`src/rtl/fsk_phase_synth.sv`:
```
module fsk_phase_synth #(
  parameter int ACC_W    = 12,
  parameter int STEP_MID = 256,
  parameter int STEP_DEV = 13,
  parameter int LVL_W    = 3,
  parameter int N_LVL    = 6
) (
  input  logic             clk,
  input  logic             rst_n,
  input  logic             tx_en,
  input  logic             tx_bit,
  input  logic [LVL_W-1:0] lvl_code,
  output logic             drive,
  output logic [N_LVL-1:0] lvl_onehot,
  output logic             lvl_err
);

  localparam logic [ACC_W-1:0] STEP_HI = ACC_W'(STEP_MID + STEP_DEV);
  localparam logic [ACC_W-1:0] STEP_LO = ACC_W'(STEP_MID - STEP_DEV);

  logic [ACC_W-1:0] acc;
  logic [ACC_W-1:0] step;

  assign step = tx_bit ? STEP_HI : STEP_LO;

  always_ff @(posedge clk or negedge rst_n) begin
    if (!rst_n)      acc <= '0;
    else if (!tx_en) acc <= '0;
    else             acc <= acc + step;
  end

  assign lvl_err = (int'(lvl_code) >= N_LVL);

  for (genvar k = 0; k < N_LVL; k++) begin : g_lvl
    assign lvl_onehot[k] = (int'(lvl_code) == k);
  end

  assign drive = acc[ACC_W-1] & tx_en & ~lvl_err;

endmodule


```
`config.mk`:
```
export PLATFORM = sky130hd
export DESIGN_NAME = fsk_phase_synth
export DESIGN_NICKNAME = d
export VERILOG_FILES = /design/src/rtl/fsk_phase_synth.sv
export SDC_FILE = /design/constraint.sdc
export NUM_CORES = 1
export LEC_CHECK = 0
export BUFFER_PORTS_ARGS = -buffer_cell sky130_fd_sc_hd__buf_2
export CAP_MARGIN = 30
export CORE_MARGIN = 4
export CORE_UTILIZATION = 30
export DETAILED_ROUTE_END_ITERATION = 6
export PLACE_DENSITY_LB_ADDON = 0.2
export SYNTH_ARGS = -nofsm -noshare
export SYNTH_HDL_FRONTEND = slang
export SYNTH_SLANG_ARGS = --single-unit
```
`constraint.sdc`:
```
create_clock -name clk -period 2.5 [get_ports clk]
set_clock_uncertainty 0.2 [all_clocks]
set_input_delay 0.5 -clock clk [delete_from_list [all_inputs] [get_ports clk]]
set_output_delay 0.5 -clock clk [all_outputs]
set_load 0.1 [all_outputs]
```
==> results.json, run 1 <==
{
  "grt_max_degree": 15,
  "cts_buffer_depth": 2,
  "multi_input_area_um2": 597,
  "diodes": 0,
  "tightest_slew_ns": 0.489,
  "critPathKind": "in -> reg",
  "syn-cell-area_um2": 900,
  "synthArstFlopShare_pct": 100,
  "ys_ff_latch": 12,
  "post-cts-setup-buffer-count": 0,
  "syn_to_final_growth_pct": 17.9,
  "synth-seq-area-share_pct": 33.4,
  "start_util_pct": 32.1,
  "io_pins": 15,
  "cts_tree": "done",
  "fin_hold_ws_ns": 0.262,
  "timing.rr.start": "acc[0]$_DFF_PN0_",
  "routed_via_density": 5.10,
  "worst_slack_ns": 0.393,
  "first_global_vias": 736,
  "use_met2_pct": 17.0,
  "cp.arrival_ns": 2.08,
  "post-route-util_pct": 37.8,
  "seq_area_um2": 300,
  "p_sw_share_pct": 41.8,
  "fmax_mhz": 475,
  "synth_edf_count": 0,
  "min_to": "acc[0]$_DFF_PN0_",
  "pwr-share-comb_pct": 52.6,
  "pwr-share-clk_pct": 15.0,
  "netlist.area_leader.share_pct": 33.4,
  "maxSlewHeadroom_pct": 67.6,
  "routed_wl_um": 1890,
  "routed-via-count": 745,
  "synthFlopType": "dfrtp_1",
  "reg2reg_depth": 7,
  "cp-start-kind": "input port",
  "track_usage_pct": 10.7,
  "synth.area.top_cells": "dfrtp_1, ha_1, and3b_1",
  "largestRegisters": "acc: 12 flops",
  "hpwlAfterDp_um": 1420,
  "fp.dieArea_um2": 3940,
  "grt_busiest_layer": "met2",
  "gp_congestion": 0.824,
  "slew_viol_final": 0,
  "num-fill-cells": 282,
  "dp_slack_ns": 0.0834,
  "yosysMostFrequentCell": "dfrtp_1",
  "hold_viol_final": 0,
  "p_seq_share_pct": 32.4,
  "grtUsageMet3_pct": 1.80,
  "overflow": 0,
  "regMostFlops": "acc",
  "power_density_nw_per_um2": 788,
  "synth_cells": 99,
  "ir_drop_mv": 0.203,
  "dieHeight_um": 62.8,
  "finalNonFillerCells": 146,
  "min_path_cells": 1,
  "synthTopCellsByCount": "dfrtp_1, ha_1, a21oi_1, inv_1, nand2_1",
  "cap_violations": 0,
  "numPlacedInstances": 142,
  "status": "finished clean",
  "rsz0062_at_grt": "no",
  "finalSetupViolCount": 0,
  "ctsRootBufferMaster": "clkbuf_4",
  "drtAntennaViolNets": 0,
  "drc": 0,
  "grt_pass1_wl_um": 3310,
  "power.internal_uw": 486,
  "cp_max_fo": 6,
  "fin_crit_ns": 2.11,
  "nNetsFinal": 133,
  "rows": 19,
  "cellLeakagePower_nw": 0.510,
  "post_dp_cell_area_um2": 1030,
  "synth.distinct_cells": 37,
  "numCtsBuffers": 3,
  "regToRegSetupSlack_ns": 0.45,
  "clkLatencyLatePin_ns": 0.28,
  "clock_sinks": 12,
  "yosysWarnings": 0,
  "cp_data_required_time_ns": 2.47,
  "portBuffers": 14,
  "total_power_uw": 836,
  "syn_area_per_cell_um2": 9.09,
  "antenna_found_initial": 0,
  "hold_class": "reg -> reg",
  "cts_max_level": 1,
  "tns_ns": 0,
  "core_um2": 2810,
  "rr_endpoint": "acc[10]$_DFF_PN0_",
  "wire_per_inst_um": 12.9,
  "synth.largest_area_cell": "dfrtp_1",
  "final_area_um2": 1060,
  "end_kind": "register",
  "met1_usage_pct": 13.4,
  "drive_gt1_share_pct": 24.3,
  "finalCritPeriodShare_pct": 84.3,
  "drtPass1Iterations": 4,
  "largest_reg_flops": 12,
  "min_from": "acc[0]$_DFF_PN0_",
  "drtIter0Drc": 20,
  "chipWidth_um": 62.8,
  "power.switching_uw": 349,
  "syn_nets": 115,
  "cts.clk_slew.worst_paths_ns": 0.08
}
[cells by family after synthesis]
group,Yosys count,synth area share (%)
and+or+nand+nor,44,29.6
AOI/OAI and AO/OA,21,15.2
DFF,12,33.4
adders and majority gates,9,13.4
buffers and inverters,8,3.34
xor gates and xnor gates,3,2.92
muxes,2,2.23
[area by class of cell]
type	count	share of cell area, %
clock buffers	3	2.12
inverters	6	2.12
multi-input cells	79	56.2
flip-flops and latches	12	28.3
well taps	31	3.66
repair buffers	15	7.55
[cell usage in the layout (no fill, tap or decap), types with 2 or more instances in the layout]
master / n
buf_2: 14
dfrtp_1: 12
ha_1: 8
inv_1: 6
nand2_1: 6
a21oi_1: 6
nor2b_1: 5
nand3_1: 4
o21ai_0: 4
nor2_1: 4
and3b_1: 4
and2_1: 4
nor3b_2: 3
clkbuf_4: 3
nand2b_1: 2
mux2i_1: 2
nor3_1: 2
nor3_2: 2
xnor2_1: 2
[worst max-delay path by stage]
stage          slack (ns)                to  depth (start not counted)        start
2_1_floorplan        0.09     lvl_onehot[1]                          1  lvl_code[2]
3_3_place_gp         0.14  acc[7]$_DFF_PN0_                          8       tx_bit
4_1_cts              0.38  acc[7]$_DFF_PN0_                          8       tx_bit
6_report             0.39  acc[7]$_DFF_PN0_                          8       tx_bit
3_5_place_dp         0.08  acc[7]$_DFF_PN0_                          8       tx_bit
5_1_grt              0.29  acc[7]$_DFF_PN0_                          8       tx_bit
[critical path: stages]
cell and delay, ns:
buf_2 0.14, inv_1 0.13, ha_1 0.38, and2_4 0.18, a31o_2 0.24, nor4_2 0.29, or3_1 0.15, a21boi_1 0.06
[metal layers]
metal  up-vias  routed length [um]
met2        21                 815
met5         -                   0
met4         0                  56
li1        387                   -
met1       332                 940
met3         5                  77
[power groups by stage]
stage / sequential, mW / combinational, mW / clock (mW)
5_1_grt: 0.277 / 0.497 / 0.144
3_3_place_gp: 0.275 / 0.434 / 0
6_report: 0.271 / 0.440 / 0.125
2_1_floorplan: 0.265 / 0.360 / 0
4_1_cts: 0.272 / 0.441 / 0.133
3_5_place_dp: 0.275 / 0.437 / 0
[repair_timing]
| action | in CTS | in global routing |
|---|---|---|
| resized for setup | 0 | 0 |
| hold buffers | 1 | 0 |
| hold endpoints to repair | 12 | 0 |
Power figures use the tool's default switching activity.
==> run 2, diff against run 1 <==
--- a/config.mk
+++ b/config.mk
@@ -5,6 +5,7 @@
 export SDC_FILE = /design/constraint.sdc
 export NUM_CORES = 1
 export LEC_CHECK = 0
+export ABC_AREA = 1
 export BUFFER_PORTS_ARGS = -buffer_cell sky130_fd_sc_hd__buf_2
 export CAP_MARGIN = 30
 export CORE_MARGIN = 4
==> constraint.sdc (replaced) <==
create_clock -name clk -period 1.9 [get_ports clk]
set_clock_uncertainty 0.2 [all_clocks]
set_input_delay 0.38 -clock clk [delete_from_list [all_inputs] [get_ports clk]]
set_output_delay 0.38 -clock clk [all_outputs]
set_load 0.1 [all_outputs]
==> results.json, run 2 <==
{
  "io_pins": 15,
  "gp_congestion": 0.857,
  "wire_per_inst_um": 10.2,
  "largest_reg_flops": 12,
  "rows": 20,
  "routed-via-count": 958,
  "routed_wl_um": 2270,
  "ctsRootBufferMaster": "clkbuf_4",
  "endpoint": "acc[5]$_DFF_PN0_",
  "reg2reg_depth": 7,
  "postCtsHoldBufs": 1,
  "dp_slack_ns": -0.0493,
  "synthTopCellsByCount": "nand2_1, inv_1, nor2_1, dfrtp_1, nand3_1",
  "antenna_found_initial": 0,
  "crit_chain": "ha_1 > nand2_1 > nand3_2 > a21oi_1 > nand2_1 > nand2_1 > nor2_1",
  "clkLatencyLatePin_ns": 0.28,
  "drc": 0,
  "regToRegSetupSlack_ns": 0.13,
  "yosysWarnings": 0,
  "cp.arrival_ns": 1.74,
  "worst_path_most_repeated_cell": "nand2_1",
  "routed_via_density": 4.30,
  "cts.clk_slew.worst_paths_ns": 0.08,
  "cpPeakStageDelay_ns": 0.37,
  "grt_pass1_wl_um": 3840,
  "maxSlewHeadroom_pct": 80.7,
  "drtPass1Iterations": 4,
  "syn_area_per_cell_um2": 6.39,
  "synth.distinct_cells": 16,
  "numCtsBuffers": 3,
  "post_dp_cell_area_um2": 1330,
  "nNetsFinal": 196,
  "post-cts-setup-buffer-count": 0,
  "fin_crit_ns": 1.77,
  "synth-seq-area-share_pct": 30.9,
  "fp.dieArea_um2": 4210,
  "hold_class": "in -> reg",
  "cp_max_fo": 6,
  "fin_hold_ws_ns": 0.293,
  "syn_nets": 168,
  "cts_max_level": 1,
  "hold_viol_final": 0,
  "synth.largest_area_cell": "dfrtp_1",
  "yosysMostFrequentCell": "nand2_1",
  "finalNonFillerCells": 223,
  "cp-startpoint": "acc[2]$_DFF_PN0_",
  "ys_ff_latch": 12,
  "netlist.area_leader.share_pct": 30.9,
  "cp_data_required_time_ns": 1.86,
  "syn-cell-area_um2": 971,
  "largestRegisters": "acc: 12 flops",
  "syn_to_final_growth_pct": 41.8,
  "cap_violations": 0,
  "synthFlopType": "dfrtp_1",
  "finalCritPeriodShare_pct": 93.4,
  "fmax_mhz": 564,
  "first_global_vias": 929,
  "final_area_um2": 1380,
  "rsz0062_at_grt": "no",
  "chipWidth_um": 64.9,
  "synthArstFlopShare_pct": 100,
  "grt_max_degree": 13,
  "cts_buffer_depth": 2,
  "drtIter0Drc": 18,
  "dieHeight_um": 64.9,
  "multi_input_area_um2": 619,
  "timing.rr.start": "acc[2]$_DFF_PN0_",
  "power_density_nw_per_um2": 931,
  "worst_slack_ns": 0.126,
  "tightest_slew_ns": 0.290,
  "status": "finished clean",
  "end_kind": "register",
  "core_um2": 3080,
  "cp_slowest_cell": "dfrtp_1",
  "track_usage_pct": 12.0,
  "cts_tree": "done",
  "rr_endpoint": "acc[5]$_DFF_PN0_",
  "synth_cells": 152,
  "ir_drop_mv": 0.402,
  "drive_gt1_share_pct": 20.7,
  "synth_edf_count": 0,
  "final_cell_mix": "nand2_1, inv_1, nor2_1",
  "overflow": 0,
  "synth.area.top_cells": "dfrtp_1, nand2_1, ha_1",
  "hpwlAfterDp_um": 1880,
  "final_common_cell": "nand2_1",
  "critPathKind": "reg -> reg",
  "portBuffers": 14,
  "start_util_pct": 31.5,
  "seq_area_um2": 300,
  "cp-start-kind": "register",
  "cellLeakagePower_nw": 0.747,
  "finalSetupViolCount": 0,
  "slew_viol_final": 0,
  "diodes": 0,
  "cts.repair.resized": 0,
  "clock_sinks": 12,
  "drtAntennaViolNets": 0,
  "num-fill-cells": 299,
  "regMostFlops": "acc",
  "numPlacedInstances": 218
}
## run 2: how the worst min path moves through the flow
stage,startpoint,to,slack (ns),cells after the start
2_1_floorplan,rst_n,acc[0]$_DFF_PN0_,-0.12,0
3_3_place_gp,rst_n,acc[8]$_DFF_PN0_,0.08,1
3_5_place_dp,rst_n,acc[8]$_DFF_PN0_,0.08,1
4_1_cts,tx_bit,acc[1]$_DFF_PN0_,0.29,3
5_1_grt,tx_en,acc[5]$_DFF_PN0_,0.31,4
6_report,tx_bit,acc[1]$_DFF_PN0_,0.29,3
## run 2: cells by family (layout without fill, tap and decap cells)
family	Yosys count	after routing	share of synthesized area, %
simple gates	95	95	40.5
buf+inv	27	54	10.4
flops	12	12	30.9
fa+ha+maj	9	9	12.4
compound gates	7	7	3.99
xor+xnor	2	2	1.80
## run 2: per-stage QoR
| stage | TNS, ns | total power [mW] | util, % |
|---|---|---|---|
| final | 0 | 1.28 | 44.7 |
| after detailed placement | -0.190 | 1.08 | 43.2 |
| after global placement | -0.0512 | 1.07 | 43.2 |
| after CTS | 0 | 1.29 | 44.7 |
| after global routing | 0 | 1.40 | 44.7 |
| after floorplan | -1.29 | 0.847 | - |
## run 2: critical path, delay by kind of cell, from the launching register on
family                   cells  cell delay (ns)
AND/OR/NAND/NOR              5             0.46
flip-flops                   1             0.37
adder cells (fa/ha/maj)      1             0.37
AO/OA/AOI/OAI                1             0.26
## run 2: cell type report
class	instances	area share, %
flip-flops and latches	12	21.8
well taps	44	4.00
inverters	26	7.09
repair buffers	24	19.5
multi-input cells	113	45.0
clock buffers	4	2.64
## run 2: report_power, final
| group | switching [mW] | leakage, nW | internal (mW) | total [mW] |
|---|---|---|---|---|
| Clock | 0.0858 | 0.0210 | 0.117 | 0.202 |
| Sequential | 0.0410 | 0.156 | 0.321 | 0.362 |
| Combinational | 0.431 | 0.570 | 0.286 | 0.717 |
| Total | 0.558 | 0.747 | 0.723 | 1.28 |
## run 2: per-layer routing
layer	share of wire, %	GRT usage [%]
met3	4.2	2.43
met5	0	0
met1	48	13.9
met4	2.0	6.33
met2	45	20.6
